### config.mk
export PLATFORM = sky130hd
export DESIGN_NAME = dcr_byte_relay
export DESIGN_NICKNAME = d
export VERILOG_FILES = /design/src/rtl/dcr_pkg.sv /design/src/rtl/dcr_tx_tag.sv /design/src/rtl/dcr_frame_trk.sv /design/src/rtl/dcr_flt_gate.sv /design/src/rtl/dcr_byte_relay.sv
export SDC_FILE = /design/constraint.sdc
export NUM_CORES = 1
export LEC_CHECK = 0
export ABC_AREA = 1
export BUFFER_PORTS_ARGS = -buffer_cell sky130_fd_sc_hd__buf_2
export CAP_MARGIN = 20
export CORE_MARGIN = 10
export CORE_UTILIZATION = 52
export DETAILED_ROUTE_END_ITERATION = 16
export HOLD_SLACK_MARGIN = 0.05
export PLACE_DENSITY = 0.8
export SKIP_CTS_REPAIR_TIMING = 1
export SLEW_MARGIN = 20
export SYNTH_ARGS = -nofsm -noshare
export SYNTH_HDL_FRONTEND = slang
export SYNTH_SLANG_ARGS = --single-unit
### constraint.sdc
create_clock -name clk -period 2.85 [get_ports clk]
set_clock_uncertainty 0.15 [all_clocks]
set_input_delay 0 -clock clk [delete_from_list [all_inputs] [get_ports clk]]
set_output_delay 0 -clock clk [all_outputs]
set_load 0.1 [all_outputs]
### src/rtl/dcr_pkg.sv
package dcr_pkg;

    localparam int unsigned BYTE_W  = 8;
    localparam int unsigned FAULT_N = 5;
    localparam int unsigned LEN_W   = 6;

    typedef enum logic {
        FR_IDLE = 1'b0,
        FR_OPEN = 1'b1
    } fr_state_e;

    typedef struct packed {
        logic berr;
        logic sof;
    } flt_evt_t;

    function automatic logic byte_is_bad(input logic tag, input logic [FAULT_N-1:0] flags);
        return tag | (|flags);
    endfunction

endpackage

### src/rtl/dcr_tx_tag.sv
module dcr_tx_tag #(
    parameter int unsigned DW   = dcr_pkg::BYTE_W,
    parameter int unsigned NFLT = dcr_pkg::FAULT_N
) (
    input  logic            clk,
    input  logic            rst,
    input  logic            rx_valid,
    input  logic [DW-1:0]   rx_data,
    input  logic            rx_sof,
    input  logic            rx_berr,
    input  logic [NFLT-1:0] rx_fault,
    input  logic            break_req,
    output logic            tx_valid,
    output logic [DW-1:0]   tx_data,
    output logic            tx_sof,
    output logic            tx_berr
);
    logic brk_q;

    always_ff @(posedge clk) begin
        if (rst) begin
            brk_q    <= 1'b0;
            tx_valid <= 1'b0;
            tx_data  <= '0;
            tx_sof   <= 1'b0;
            tx_berr  <= 1'b0;
        end else begin
            tx_valid <= rx_valid;
            if (rx_valid) begin
                tx_data <= rx_data;
                tx_sof  <= rx_sof | brk_q | break_req;
                tx_berr <= rx_berr | (|rx_fault);
                brk_q   <= 1'b0;
            end else begin
                tx_sof  <= 1'b0;
                tx_berr <= 1'b0;
                if (break_req) begin
                    brk_q <= 1'b1;
                end
            end
        end
    end

    p_follow_r1: assert property (@(posedge clk) disable iff (rst)
        rx_valid |=> (tx_valid && tx_data == $past(rx_data)));
    p_quiet_r1: assert property (@(posedge clk) disable iff (rst)
        !rx_valid |=> !tx_valid);
    p_tag_r2: assert property (@(posedge clk) disable iff (rst)
        (rx_valid && (|rx_fault)) |=> tx_berr);
    p_brk_r3: assert property (@(posedge clk) disable iff (rst)
        (rx_valid && (brk_q || break_req)) |=> tx_sof);
endmodule

### src/rtl/dcr_frame_trk.sv
module dcr_frame_trk #(
    parameter int unsigned DW   = dcr_pkg::BYTE_W,
    parameter int unsigned LENW = dcr_pkg::LEN_W
) (
    input  logic            clk,
    input  logic            rst,
    input  logic            acc_valid,
    input  logic [DW-1:0]   acc_data,
    input  logic            acc_sof,
    input  logic [LENW-1:0] frm_len,
    output logic            clash,
    output logic            loc_valid,
    output logic [DW-1:0]   loc_data,
    output logic            loc_first,
    output logic            loc_last,
    output logic            loc_discard
);
    import dcr_pkg::*;

    localparam logic [LENW-1:0] ONE = LENW'(1);

    fr_state_e       st_q;
    logic [LENW-1:0] rem_q;

    assign clash = acc_valid && acc_sof && (st_q == FR_OPEN);

    always_ff @(posedge clk) begin
        if (rst) begin
            st_q        <= FR_IDLE;
            rem_q       <= '0;
            loc_valid   <= 1'b0;
            loc_data    <= '0;
            loc_first   <= 1'b0;
            loc_last    <= 1'b0;
            loc_discard <= 1'b0;
        end else begin
            loc_valid   <= 1'b0;
            loc_first   <= 1'b0;
            loc_last    <= 1'b0;
            loc_discard <= 1'b0;
            if (acc_valid) begin
                if (acc_sof) begin
                    loc_valid   <= 1'b1;
                    loc_data    <= acc_data;
                    loc_first   <= 1'b1;
                    loc_discard <= clash;
                    rem_q       <= frm_len;
                    if (frm_len == '0) begin
                        loc_last <= 1'b1;
                        st_q     <= FR_IDLE;
                    end else begin
                        st_q     <= FR_OPEN;
                    end
                end else if (st_q == FR_OPEN) begin
                    loc_valid <= 1'b1;
                    loc_data  <= acc_data;
                    rem_q     <= rem_q - ONE;
                    if (rem_q == ONE) begin
                        loc_last <= 1'b1;
                        st_q     <= FR_IDLE;
                    end
                end
            end
        end
    end

    p_discard_first_r9: assert property (@(posedge clk) disable iff (rst)
        loc_discard |-> (loc_valid && loc_first));
    p_closed_drop_r7: assert property (@(posedge clk) disable iff (rst)
        (acc_valid && !acc_sof && st_q == FR_IDLE) |=> !loc_valid);
    p_last_closes_r8: assert property (@(posedge clk) disable iff (rst)
        (loc_valid && loc_last) |-> (st_q == FR_IDLE));
    p_open_nonzero_r8: assert property (@(posedge clk) disable iff (rst)
        (st_q == FR_OPEN) |-> (rem_q != '0));
endmodule

### src/rtl/dcr_flt_gate.sv
module dcr_flt_gate
    import dcr_pkg::*;
(
    input  logic     clk,
    input  logic     rst,
    input  flt_evt_t evt,
    input  flt_evt_t mask,
    output flt_evt_t flt
);
    always_ff @(posedge clk) begin
        if (rst) begin
            flt <= '0;
        end else begin
            flt <= evt & ~mask;
        end
    end

    p_mask_berr_r11: assert property (@(posedge clk) disable iff (rst)
        mask.berr |=> !flt.berr);
    p_mask_sof_r11: assert property (@(posedge clk) disable iff (rst)
        mask.sof |=> !flt.sof);
    p_pulse_r10: assert property (@(posedge clk) disable iff (rst)
        evt.berr && !mask.berr |=> flt.berr);
endmodule

### src/rtl/dcr_byte_relay.sv
module dcr_byte_relay #(
    parameter int unsigned DW   = dcr_pkg::BYTE_W,
    parameter int unsigned NFLT = dcr_pkg::FAULT_N,
    parameter int unsigned LENW = dcr_pkg::LEN_W
) (
    input  logic            clk,
    input  logic            rst,
    input  logic            rx_valid,
    input  logic [DW-1:0]   rx_data,
    input  logic            rx_sof,
    input  logic            rx_berr,
    input  logic [NFLT-1:0] rx_fault,
    input  logic [LENW-1:0] frm_len,
    input  logic            break_req,
    input  logic            berr_mask,
    input  logic            sof_mask,
    output logic            tx_valid,
    output logic [DW-1:0]   tx_data,
    output logic            tx_sof,
    output logic            tx_berr,
    output logic            loc_valid,
    output logic [DW-1:0]   loc_data,
    output logic            loc_first,
    output logic            loc_last,
    output logic            loc_discard,
    output logic            flt_berr,
    output logic            flt_sof
);
    import dcr_pkg::*;

    logic     acc_valid;
    logic     clash;
    flt_evt_t evt;
    flt_evt_t msk;
    flt_evt_t flt;

    assign acc_valid = rx_valid && !byte_is_bad(rx_berr, rx_fault);

    dcr_tx_tag #(.DW(DW), .NFLT(NFLT)) u_tx (
        .clk       (clk),
        .rst       (rst),
        .rx_valid  (rx_valid),
        .rx_data   (rx_data),
        .rx_sof    (rx_sof),
        .rx_berr   (rx_berr),
        .rx_fault  (rx_fault),
        .break_req (break_req),
        .tx_valid  (tx_valid),
        .tx_data   (tx_data),
        .tx_sof    (tx_sof),
        .tx_berr   (tx_berr)
    );

    dcr_frame_trk #(.DW(DW), .LENW(LENW)) u_frm (
        .clk         (clk),
        .rst         (rst),
        .acc_valid   (acc_valid),
        .acc_data    (rx_data),
        .acc_sof     (rx_sof),
        .frm_len     (frm_len),
        .clash       (clash),
        .loc_valid   (loc_valid),
        .loc_data    (loc_data),
        .loc_first   (loc_first),
        .loc_last    (loc_last),
        .loc_discard (loc_discard)
    );

    always_comb begin
        evt.berr = rx_valid && rx_berr;
        evt.sof  = clash;
        msk.berr = berr_mask;
        msk.sof  = sof_mask;
    end

    dcr_flt_gate u_flt (
        .clk  (clk),
        .rst  (rst),
        .evt  (evt),
        .mask (msk),
        .flt  (flt)
    );

    assign flt_berr = flt.berr;
    assign flt_sof  = flt.sof;

    p_bad_nodeliver_r4: assert property (@(posedge clk) disable iff (rst)
        (rx_valid && rx_berr) |=> (!loc_valid && !loc_discard));
    p_fault_nodeliver_r5: assert property (@(posedge clk) disable iff (rst)
        (rx_valid && (|rx_fault)) |=> !loc_valid);
    p_fault_noberr_r5: assert property (@(posedge clk) disable iff (rst)
        (rx_valid && !rx_berr) |=> !flt_berr);
    p_sof_has_discard_r9: assert property (@(posedge clk) disable iff (rst)
        flt_sof |-> loc_discard);
    p_reset_quiet_r12: assert property (@(posedge clk)
        $past(rst) |-> (!tx_valid && !loc_valid && !flt_berr && !flt_sof));
endmodule

==> results.py, run 1 <==
metrics = {
    "detailed_routing": {
        "wirelength_mm": 4.38,
        "drtIter0Drc": 123,
        "via_per_inst": 4.99,
        "wl_per_cell_um": 13.6,
        "via_count": 1602,
        "drcViolationCount": 0,
        "dr.pass1.iters": 6,
        "ant_nets": 0,
    },
    "power": {
        "p_per_area_mw_per_mm2": 506,
        "peakVddDrop_mv": 0.559,
        "total_power_uw": 1110,
        "p_leak_uw": 0.00112,
    },
    "grt": {
        "grt_pass1_wl_mm": 5.34,
        "grt_overflow": 0,
        "first_global_vias": 1247,
        "grt_usage": 0.125,
        "grt_antenna_before_repair": 1,
        "grt_max_degree": 25,
    },
    "timing": {
        "finalWorstSetupSlack_ns": 0.141,
        "relSlewSlack": 0.480,
        "min_period_ns": 2.71,
        "period_share": 0.951,
        "final_hold_viol_count": 0,
        "holdWs_ns": 0.0368,
        "tightestPinTransition_ns": 0.778,
        "fin_tns_setup_ns": 0,
        "finalSetupViolations": 0,
        "slew_violations": 0,
        "max_freq_mhz": 369,
    },
    "floorplanning": {
        "start_util": 0.538,
        "core-area_sq_mm": 0.00271,
        "fp.dieW_um": 73.0,
        "dieHeight_um": 73.0,
        "pin_count": 52,
        "die_area_sq_mm": 0.00532,
        "fp-row-count": 19,
    },
    "clock_tree": {
        "cts-root-buf": "clkbuf_4",
        "cts-buffers-inserted": 5,
        "clock_path_buffers": 2,
        "clock_latency_ns": 0.35,
        "cts_tree": "done",
        "htreeDepth": 2,
        "cts_sinks": 33,
        "path_clk_slew_ns": 0.12,
    },
    "setup_path": {
        "worstPathMaxFanout": 23,
        "reg2reg_to": "u_frm.loc_data[6]",
        "reg2reg_depth": 5,
        "cp_slowest_cell": "dlygate4sd3_1",
        "crit_arrival_ns": 2.86,
        "critPathBufInv": 4,
        "cp_cell_sequence": "dlygate4sd3_1 -> buf_2 -> nor2_2 -> dlygate4sd3_1 -> nand3_4 -> nor3_4 -> nor2_1 -> dlygate4sd3_1 -> nor2_1",
        "timing.rr.start": "u_frm.st_q",
        "max_stage_delay_ns": 0.64,
        "crit_top_cell": "dlygate4sd3_1",
        "required_ns": 3.00,
        "path_delay_family": "buffers and inverters",
        "end_kind": "flop",
        "r2r_slack_ns": 0.76,
        "critical_path_class": "in -> reg",
        "cp-start-kind": "primary input",
    },
    "place": {
        "gp_congestion": 0.800,
        "dp_slack_ns": 1.27,
        "port-buffer-count": 51,
        "hpwl_mm": 2.42,
    },
    "worst_hold_path": {
        "min-delay-start": "rx_berr",
        "holdPathStages": 6,
        "min_to": "u_frm.loc_data[3]",
        "holdCritPathClass": "in -> reg",
    },
    "job": {
        "maxCapViolCount": 0,
    },
    "yosys": {
        "async_reset_ff_frac": 0,
        "synthesis.nets": 227,
        "ys_ff_latch": 33,
        "synth_edf_count": 0,
        "synth_cells": 198,
        "syn_area_sq_mm": 0.00146,
        "yosysSeqAreaShare": 0.453,
        "yosys_warnings": 0,
        "ys.flop_type": "dfxtp_1",
        "synth_cell_types": 27,
        "syn_area_per_cell_sq_um": 7.37,
    },
    "outcome": {
        "status": "finished, final reports clean",
    },
    "cells_and_area": {
        "fill_cells": 183,
        "layout-drive-gt1-share": 0.260,
        "area_delta_synth_final_pct": 50.4,
        "utilization": 0.810,
        "nets": 317,
    },
}
## worst max path at each step
stage	start	endpoint	slack (ns)	depth (start not counted)
finish	rx_fault[2]	u_frm.loc_data[6]	0.14	9
global route	rx_fault[2]	u_frm.loc_data[6]	-0.05	9
CTS	u_frm.st_q	u_frm.loc_data[7]	1.24	5
detailed placement	u_frm.st_q	u_frm.loc_data[7]	1.27	5
global placement	u_frm.st_q	u_frm.loc_data[1]	1.31	5
floorplan	u_tx.tx_data[0]	u_tx.tx_data[0]	1.48	2
## worst register-to-register path, cell delays in order, from the launching register on
cell and delay, ns:
dfxtp_1 0.41, nor2_4 0.08, nor3_4 0.65, nor2_1 0.08
dlygate4sd3_1 0.59, nor2_1 0.10
## routing by layer
layer | GRT usage | share of wire | wire length (um) | vias up
li1 | - | - | - | 799
met1 | 0.131 | 0.37 | 1610 | 717
met2 | 0.201 | 0.52 | 2300 | 69
met3 | 0.0721 | 0.079 | 346 | 17
met4 | 0.0485 | 0.028 | 121 | 0
met5 | 0 | 0 | 0 | -
## flip-flops by register name, summed over array words and instances, names as in the netlist, 2 cells and up
register / count
u_tx.tx_data: 8
u_flt.flt: 2
u_frm.rem_q: 6
u_frm.loc_data: 8
## power breakdown
group	leakage, uW	switching, uW	internal [uW]
clock	0.0000552	164	272
combinational	0.000793	131	66.9
sequential	0.000268	5.17	472
## cell type report
cell class / instances / area (sq um) / area share
inverters: 24 / 90.1 / 0.0410
diodes: 1 / 2.50 / 0.00114
clock inverters: 3 / 65.1 / 0.0296
flip-flops and latches: 33 / 661 / 0.301
clock buffers: 5 / 37.5 / 0.0171
well taps: 31 / 38.8 / 0.0177
multi-input cells: 134 / 654 / 0.298
repair buffers: 90 / 646 / 0.294
## cell usage in the layout (no fill, tap or decap)
master / Yosys / layout
inv_1: 19 / 19
nor2_1: 39 / 39
nand3_4: 1 / 1
dfxtp_1: 33 / 33
nor4_1: 1 / 1
nand4_1: 2 / 2
bufinv_16: 0 / 2
nor2_2: 4 / 4
diode_2: 0 / 1
nor2_8: 1 / 1
nor3_4: 1 / 1
nand2_1: 45 / 45
a211oi_1: 1 / 1
a21oi_1: 3 / 3
buf_2: 1 / 51
ha_1: 2 / 2
nand4_2: 1 / 1
dlygate4sd3_1: 0 / 39
nor2_4: 2 / 2
o21ai_1: 10 / 10
or2_2: 1 / 1
a31oi_1: 1 / 1
clkinv_2: 0 / 1
or2_0: 1 / 1
clkbuf_4: 0 / 5
inv_2: 5 / 5
nor3_1: 2 / 2
nand3_1: 16 / 16
## cells in the mapped netlist, types with 2 or more instances
| library cell | instances | area, sq um |
|---|---|---|
| nor2_4 | 2 | 22.5 |
| buf_6 | 3 | 33.8 |
| nor3_1 | 2 | 10.0 |
| ha_1 | 2 | 25.0 |
| nor2_1 | 39 | 146 |
| inv_1 | 19 | 71.3 |
| nand4_1 | 2 | 12.5 |
| a21oi_1 | 3 | 15.0 |
| inv_2 | 5 | 18.8 |
| o21ai_1 | 10 | 50.1 |
| nand2_1 | 45 | 169 |
| nor2_2 | 4 | 25.0 |
| nand3_1 | 16 | 80.1 |
| dfxtp_1 | 33 | 661 |
## per-stage QoR
| stage | std cells | area [sq um] |
|---|---|---|
| after floorplan | 198 | 1460 |
| after detailed placement | 273 | 1700 |
| after global routing | 321 | 2190 |
| after CTS | 281 | 1800 |
| after global placement | 273 | 1700 |
| final | 321 | 2190 |
## cell families after synthesis
kind of cell	synth area share
fa+ha+maj	0.0171
simple gates	0.377
flops	0.453
buf+inv	0.0986
compound gates	0.0540
(Power assumes the default switching activity.)
==> run 2: changes to the inputs <==
--- a/config.mk
+++ b/config.mk
@@ -13,8 +13,8 @@
 export DETAILED_ROUTE_END_ITERATION = 16
 export HOLD_SLACK_MARGIN = 0.05
 export PLACE_DENSITY = 0.8
+export SETUP_SLACK_MARGIN = 0.5
 export SKIP_CTS_REPAIR_TIMING = 1
-export SLEW_MARGIN = 20
 export SYNTH_ARGS = -nofsm -noshare
 export SYNTH_HDL_FRONTEND = slang
 export SYNTH_SLANG_ARGS = --single-unit
==> results.py, run 2 (synthesis gave the netlist of run 1 again) <==
metrics = {
    "outcome": {
        "status": "finished, final reports clean",
    },
    "cells_and_area": {
        "layout_commonest_cell": "buf_2",
        "final_cell_mix": "51 x buf_2, 45 x nand2_1, 41 x dlygate4sd3_1, 39 x nor2_1, 33 x dfxtp_1",
        "multi_input_area_sq_um": 654,
        "layout-drive-gt1-share": 0.258,
        "fill_cells": 177,
        "stdcell_count": 324,
        "reg_top3": "u_frm.loc_data (8), u_tx.tx_data (8), u_frm.rem_q (6)",
        "seq_area_sq_um": 661,
        "area_delta_synth_final_pct": 52.0,
        "nets": 319,
        "utilization": 0.818,
    },
    "clock_tree": {
        "clock_latency_ns": 0.34,
        "path_clk_slew_ns": 0.12,
        "htreeDepth": 2,
        "cts-buffers-inserted": 5,
        "cts_tree": "done",
        "clock_path_buffers": 2,
        "cts-root-buf": "clkbuf_4",
        "cts_sinks": 33,
    },
    "floorplanning": {
        "pin_count": 52,
        "core-area_sq_mm": 0.00271,
        "die_area_sq_mm": 0.00532,
        "dieHeight_um": 73.0,
        "fp-row-count": 19,
        "fp.dieW_um": 73.0,
        "start_util": 0.538,
    },
    "timing": {
        "slew_violations": 0,
        "period_share": 0.773,
        "min_period_ns": 2.20,
        "tightestPinTransition_ns": 0.759,
        "final_hold_viol_count": 0,
        "grt_setup_unrepaired": "false",
        "max_freq_mhz": 454,
        "fin_tns_setup_ns": 0,
        "relSlewSlack": 0.492,
        "finalSetupViolations": 0,
    },
    "setup_path": {
        "crit_arrival_ns": 2.35,
        "worstPathMaxFanout": 23,
        "cp_cell_sequence": "dlygate4sd3_1 -> buf_2 -> nor2_2 -> nand3_4 -> nor3_4 -> dlygate4sd3_1 -> nor2_1 -> nor2_1",
        "reg2reg_depth": 5,
        "max_stage_delay_ns": 0.66,
        "timing.rr.start": "u_frm.st_q",
        "required_ns": 2.99,
        "end_kind": "flop",
        "critical_path_class": "in -> reg",
        "cp_slowest_cell": "dlygate4sd3_1",
        "critPathBufInv": 3,
        "reg2reg_to": "u_frm.rem_q[1]",
        "cp-start-kind": "primary input",
        "path_delay_family": "buffers and inverters",
        "r2r_slack_ns": 0.75,
    },
    "detailed_routing": {
        "wirelength_mm": 4.47,
        "ant_nets": 0,
        "drcViolationCount": 0,
        "via_per_inst": 4.89,
        "dr.pass1.iters": 6,
        "via_count": 1584,
        "drtIter0Drc": 156,
        "wl_per_cell_um": 13.8,
    },
    "grt": {
        "first_global_vias": 1247,
        "grt_antenna_before_repair": 1,
        "grt_usage": 0.125,
        "grt_max_degree": 25,
        "grt_pass1_wl_mm": 5.34,
        "grt_overflow": 0,
    },
    "power": {
        "peakVddDrop_mv": 0.560,
        "p_per_area_mw_per_mm2": 500,
        "p_leak_uw": 0.00112,
    },
    "place": {
        "gp_congestion": 0.800,
        "port-buffer-count": 51,
        "dp.cells": 273,
        "hpwl_mm": 2.42,
    },
    "worst_hold_path": {
        "min_to": "u_frm.loc_data[3]",
        "holdPathStages": 6,
        "min-delay-start": "rx_berr",
        "holdCritPathClass": "in -> reg",
    },
    "job": {
        "maxCapViolCount": 0,
    },
}
## run 2: cell count changes in the layout (fill, tap and decap cells not counted), sizes merged
cell,before,now
diode,1,2
dlygate4sd3,39,41
## run 2: worst max path at each step
stage,from,to,slack [ns],cells past startpoint
finish,rx_fault[1],u_frm.rem_q[1],0.65,8
global route,rx_fault[1],u_frm.loc_data[0],0.54,8
CTS,u_frm.st_q,u_frm.loc_data[7],1.24,5
detailed placement,u_frm.st_q,u_frm.loc_data[7],1.27,5
floorplan,u_tx.tx_data[0],u_tx.tx_data[0],1.48,2
global placement,u_frm.st_q,u_frm.loc_data[1],1.31,5
## run 2: per-stage QoR
stage	hold WS [ns]	power [uW]	instance area (sq um)	worst slack, ns
floorplan	-0.0785	604	1460	1.48
global placement	0.00742	640	1700	1.31
detailed placement	0.00894	641	1700	1.27
CTS	-0.359	1070	1800	1.24
global route	0.0688	1140	2220	0.544
finish	0.0509	1110	2220	0.646
## run 2: worst reg2reg max path: stages (launching register included)
cell,delay [ns]
dfxtp_1,0.41
nor2_4,0.08
nor3_4,0.64
dlygate4sd3_1,0.66
nor2_1,0.04
nor2_1,0.08
## run 2: power breakdown
part | leakage [uW] | internal [uW] | switching, uW
logic | 0.000798 | 67.1 | 131
clock network | 0.0000552 | 272 | 163
registers | 0.000268 | 472 | 5.17
## run 2: layout make-up
cell class                 count  area share
timing repair buffer          92       0.300
sequential                    33       0.298
multi-input combinational    134       0.295
inverter                      24      0.0406
clock inverter                 3      0.0293
tap                           31      0.0175
clock buffer                   5      0.0169
antenna                        2     0.00226
## run 2: routing by layer
metal  track usage  up-vias  routed length [um]
li1              -      797                   -
met1         0.131      706                1670
met2         0.201       68                2310
met3        0.0721       13                 355
met4        0.0485        0                 135
met5             0        -                   0
==> run 3: changes to the inputs <==
--- a/config.mk
+++ b/config.mk
@@ -5,14 +5,14 @@
 export SDC_FILE = /design/constraint.sdc
 export NUM_CORES = 1
 export LEC_CHECK = 0
-export ABC_AREA = 1
+export ABC_AREA = 0
 export BUFFER_PORTS_ARGS = -buffer_cell sky130_fd_sc_hd__buf_2
 export CAP_MARGIN = 20
 export CORE_MARGIN = 10
-export CORE_UTILIZATION = 52
+export CORE_UTILIZATION = 47
 export DETAILED_ROUTE_END_ITERATION = 16
 export HOLD_SLACK_MARGIN = 0.05
-export PLACE_DENSITY = 0.8
+export PLACE_DENSITY = 0.75
 export SETUP_SLACK_MARGIN = 0.5
 export SKIP_CTS_REPAIR_TIMING = 1
 export SYNTH_ARGS = -nofsm -noshare
==> constraint.sdc (replaced) <==
create_clock -name clk -period 2.2 [get_ports clk]
set_clock_uncertainty 0.15 [all_clocks]
set_input_delay 0 -clock clk [delete_from_list [all_inputs] [get_ports clk]]
set_output_delay 0 -clock clk [all_outputs]
set_load 0.1 [all_outputs]
==> results.py, run 3 <==
metrics = {
    "outcome": {
        "violations": "negative hold slack",
        "status": "finished with violations",
    },
    "yosys": {
        "synth_top_area_cell": "dfxtp_1",
        "synth_top_family_by_area": "simple AND/OR/NAND/NOR gates",
        "post-synth-top-count-cell": "dfxtp_1",
        "synthesis.nets": 179,
        "async_reset_ff_frac": 0,
        "synth_cell_types": 32,
        "yosys.area.top_type_share": 0.503,
        "synth_edf_count": 0,
        "ys.flop_type": "dfxtp_1",
        "synth-xor-area-share": 0,
        "synth_cells": 150,
        "synth_compound_area_frac": 0.139,
        "yosys-top-cells-count": "33 x dfxtp_1, 23 x nand2_1, 20 x nor2_1",
        "syn_area_sq_mm": 0.00131,
        "synth-adder-area-share": 0.0191,
        "yosys_warnings": 0,
        "yosysSeqAreaShare": 0.503,
        "synth-simple-area-share": 0.235,
        "ys_ff_latch": 33,
        "synthTopCellsByArea": "dfxtp_1 50%, nand2_1 6.6%, a21oi_1 6.5%, mux2i_1 6.1%, nor2_1 5.7%",
        "syn_area_per_cell_sq_um": 8.75,
        "synth_mux_area_frac": 0.0610,
    },
    "floorplanning": {
        "core-area_sq_mm": 0.00271,
        "fp.dieW_um": 72.8,
        "pin_count": 52,
        "dieHeight_um": 72.8,
        "die_area_sq_mm": 0.00531,
        "start_util": 0.484,
        "fp-row-count": 19,
    },
    "grt": {
        "grt_overflow": 0,
        "grt_antenna_before_repair": 0,
        "grt-busiest-layer": "met2",
        "gr-usage-met1": 0.138,
        "use_met2": 0.224,
        "use_met3": 0.0585,
        "grt_usage": 0.134,
        "grt_pass1_wl_mm": 5.64,
        "first_global_vias": 1206,
        "grt_max_degree": 29,
    },
    "power": {
        "seq_power_share": 0.525,
        "p_sw_frac": 0.309,
        "p_per_area_mw_per_mm2": 600,
        "p_int_uw": 812,
        "clkPwrFrac": 0.280,
        "peakVddDrop_mv": 0.581,
        "power_frac_comb": 0.195,
        "p_switching_uw": 364,
        "p_leak_uw": 0.000896,
    },
    "setup_path": {
        "cp_cell_sequence": "dlygate4sd3_1 -> buf_2 -> or4_1 -> or3_1 -> a21oi_1 -> nor3_1",
        "critical_path_class": "in -> reg",
        "end_kind": "flop",
        "worstPathMaxFanout": 2,
        "max_stage_delay_ns": 0.53,
        "cp-start-kind": "primary input",
        "crit_arrival_ns": 1.70,
        "r2r_slack_ns": 0.62,
        "required_ns": 2.27,
        "cp_slowest_cell": "dlygate4sd3_1",
    },
    "detailed_routing": {
        "ant_nets": 0,
        "drcViolationCount": 0,
        "dr.pass1.iters": 4,
        "via_per_inst": 5.17,
        "wirelength_mm": 4.10,
        "via_count": 1376,
        "drtIter0Drc": 120,
        "wl_per_cell_um": 15.4,
    },
    "cells_and_area": {
        "final_cell_mix": "51 x buf_2, 33 x dfxtp_1, 31 x dlygate4sd3_1, 23 x nand2_1, 20 x nor2_1",
        "n_antenna_cell": 0,
        "area_delta_synth_final_pct": 49.3,
        "layout-drive-gt1-share": 0.281,
        "nets": 263,
        "layout_commonest_cell": "buf_2",
        "reg_top3": "u_frm.loc_data (8), u_tx.tx_data (8), u_frm.rem_q (6)",
    },
    "clock_tree": {
        "path_clk_slew_ns": 0.10,
        "clock_path_buffers": 2,
        "cts-buffers-inserted": 5,
        "htreeDepth": 2,
        "clock_latency_ns": 0.33,
        "cts_tree": "done",
        "cts_sinks": 33,
        "cts-root-buf": "clkbuf_4",
    },
    "job": {
        "maxCapViolCount": 0,
    },
    "place": {
        "gp_congestion": 0.742,
        "hpwl_mm": 2.58,
        "port-buffer-count": 51,
        "dp_slack_ns": 0.287,
    },
    "worst_hold_path": {
        "holdCritPathClass": "in -> reg",
    },
    "timing": {
        "finalSetupViolations": 0,
        "tightestPinTransition_ns": 0.679,
        "final_hold_viol_count": 2,
        "period_share": 0.740,
        "finalWorstSetupSlack_ns": 0.572,
        "min_period_ns": 1.63,
        "slew_violations": 0,
        "relSlewSlack": 0.546,
        "grt_setup_unrepaired": "false",
        "fin_tns_setup_ns": 0,
        "holdWs_ns": -0.0579,
        "max_freq_mhz": 614,
    },
}
run 3: changes by cell type after synthesis, sizes merged, moves of 3 or more:
cell / previous run / this run
o21ai: 10 / 5
nand3: 17 / 1
nand4: 3 / 0
mux2i: 0 / 8
clkbuf: 1 / 5
a21oi: 3 / 17
inv: 24 / 3
nand2: 45 / 23
nand2b: 0 / 3
nor2: 46 / 20
run 3: cell families (layout without fill, tap and decap cells):
family,count (synthesis),in the layout
multiplexers,8,8
flip-flops,33,33
AO/OA/AOI/OAI,30,30
AND/OR/NAND/NOR,65,65
buffers and inverters,12,97
adder cells (fa/ha/maj),2,2
run 3: critical path, delay by kind of cell:
family	cells	cell delay, ns
and+or+nand+nor	3	0.89
AOI/OAI and AO/OA	1	0.15
buffers and inverters	2	0.66
run 3: cell type report:
| cell class | instances | area [sq um] |
|---|---|---|
| Tap cell | 31 | 38.8 |
| Fill cell | 212 | 751 |
| Timing Repair Buffer | 86 | 596 |
| Multi-Input combinational cell | 105 | 602 |
| Sequential cell | 33 | 661 |
| Clock inverter | 2 | 10.0 |
| Inverter | 3 | 11.3 |
| Clock buffer | 6 | 41.3 |
run 3: final timing paths:
check                                        from           endpoint  cells after the start
worst max-delay path                   frm_len[2]         u_frm.st_q                      6
worst min-delay path                   frm_len[3]     u_frm.rem_q[3]                      4
worst max register to register         u_frm.st_q     u_frm.rem_q[2]                      4
worst min register to register  u_frm.loc_data[5]  u_frm.loc_data[5]                      2
run 3: power by group through the flow:
stage	Clock [uW]	Combinational, uW	Sequential, uW
global route	365	243	619
floorplan	0	44.7	721
finish	330	230	617
detailed placement	0	185	630
global placement	0	182	630
CTS	336	186	617
run 3: routing by layer:
layer,vias to the layer above,part of all wire
met2,43,0.54
met3,4,0.075
met4,0,0.0088
met1,646,0.38
met5,-,0
li1,683,-
run 3: stage by stage:
step / util / total power (uW) / instance area, sq um / cells
6_report: 0.723 / 1180 / 1960 / 266
5_1_grt: 0.723 / 1230 / 1960 / 266
4_1_cts: 0.607 / 1140 / 1640 / 235
3_5_place_dp: 0.588 / 816 / 1590 / 227
3_3_place_gp: 0.588 / 812 / 1590 / 227
2_1_floorplan: - / 766 / 1310 / 150
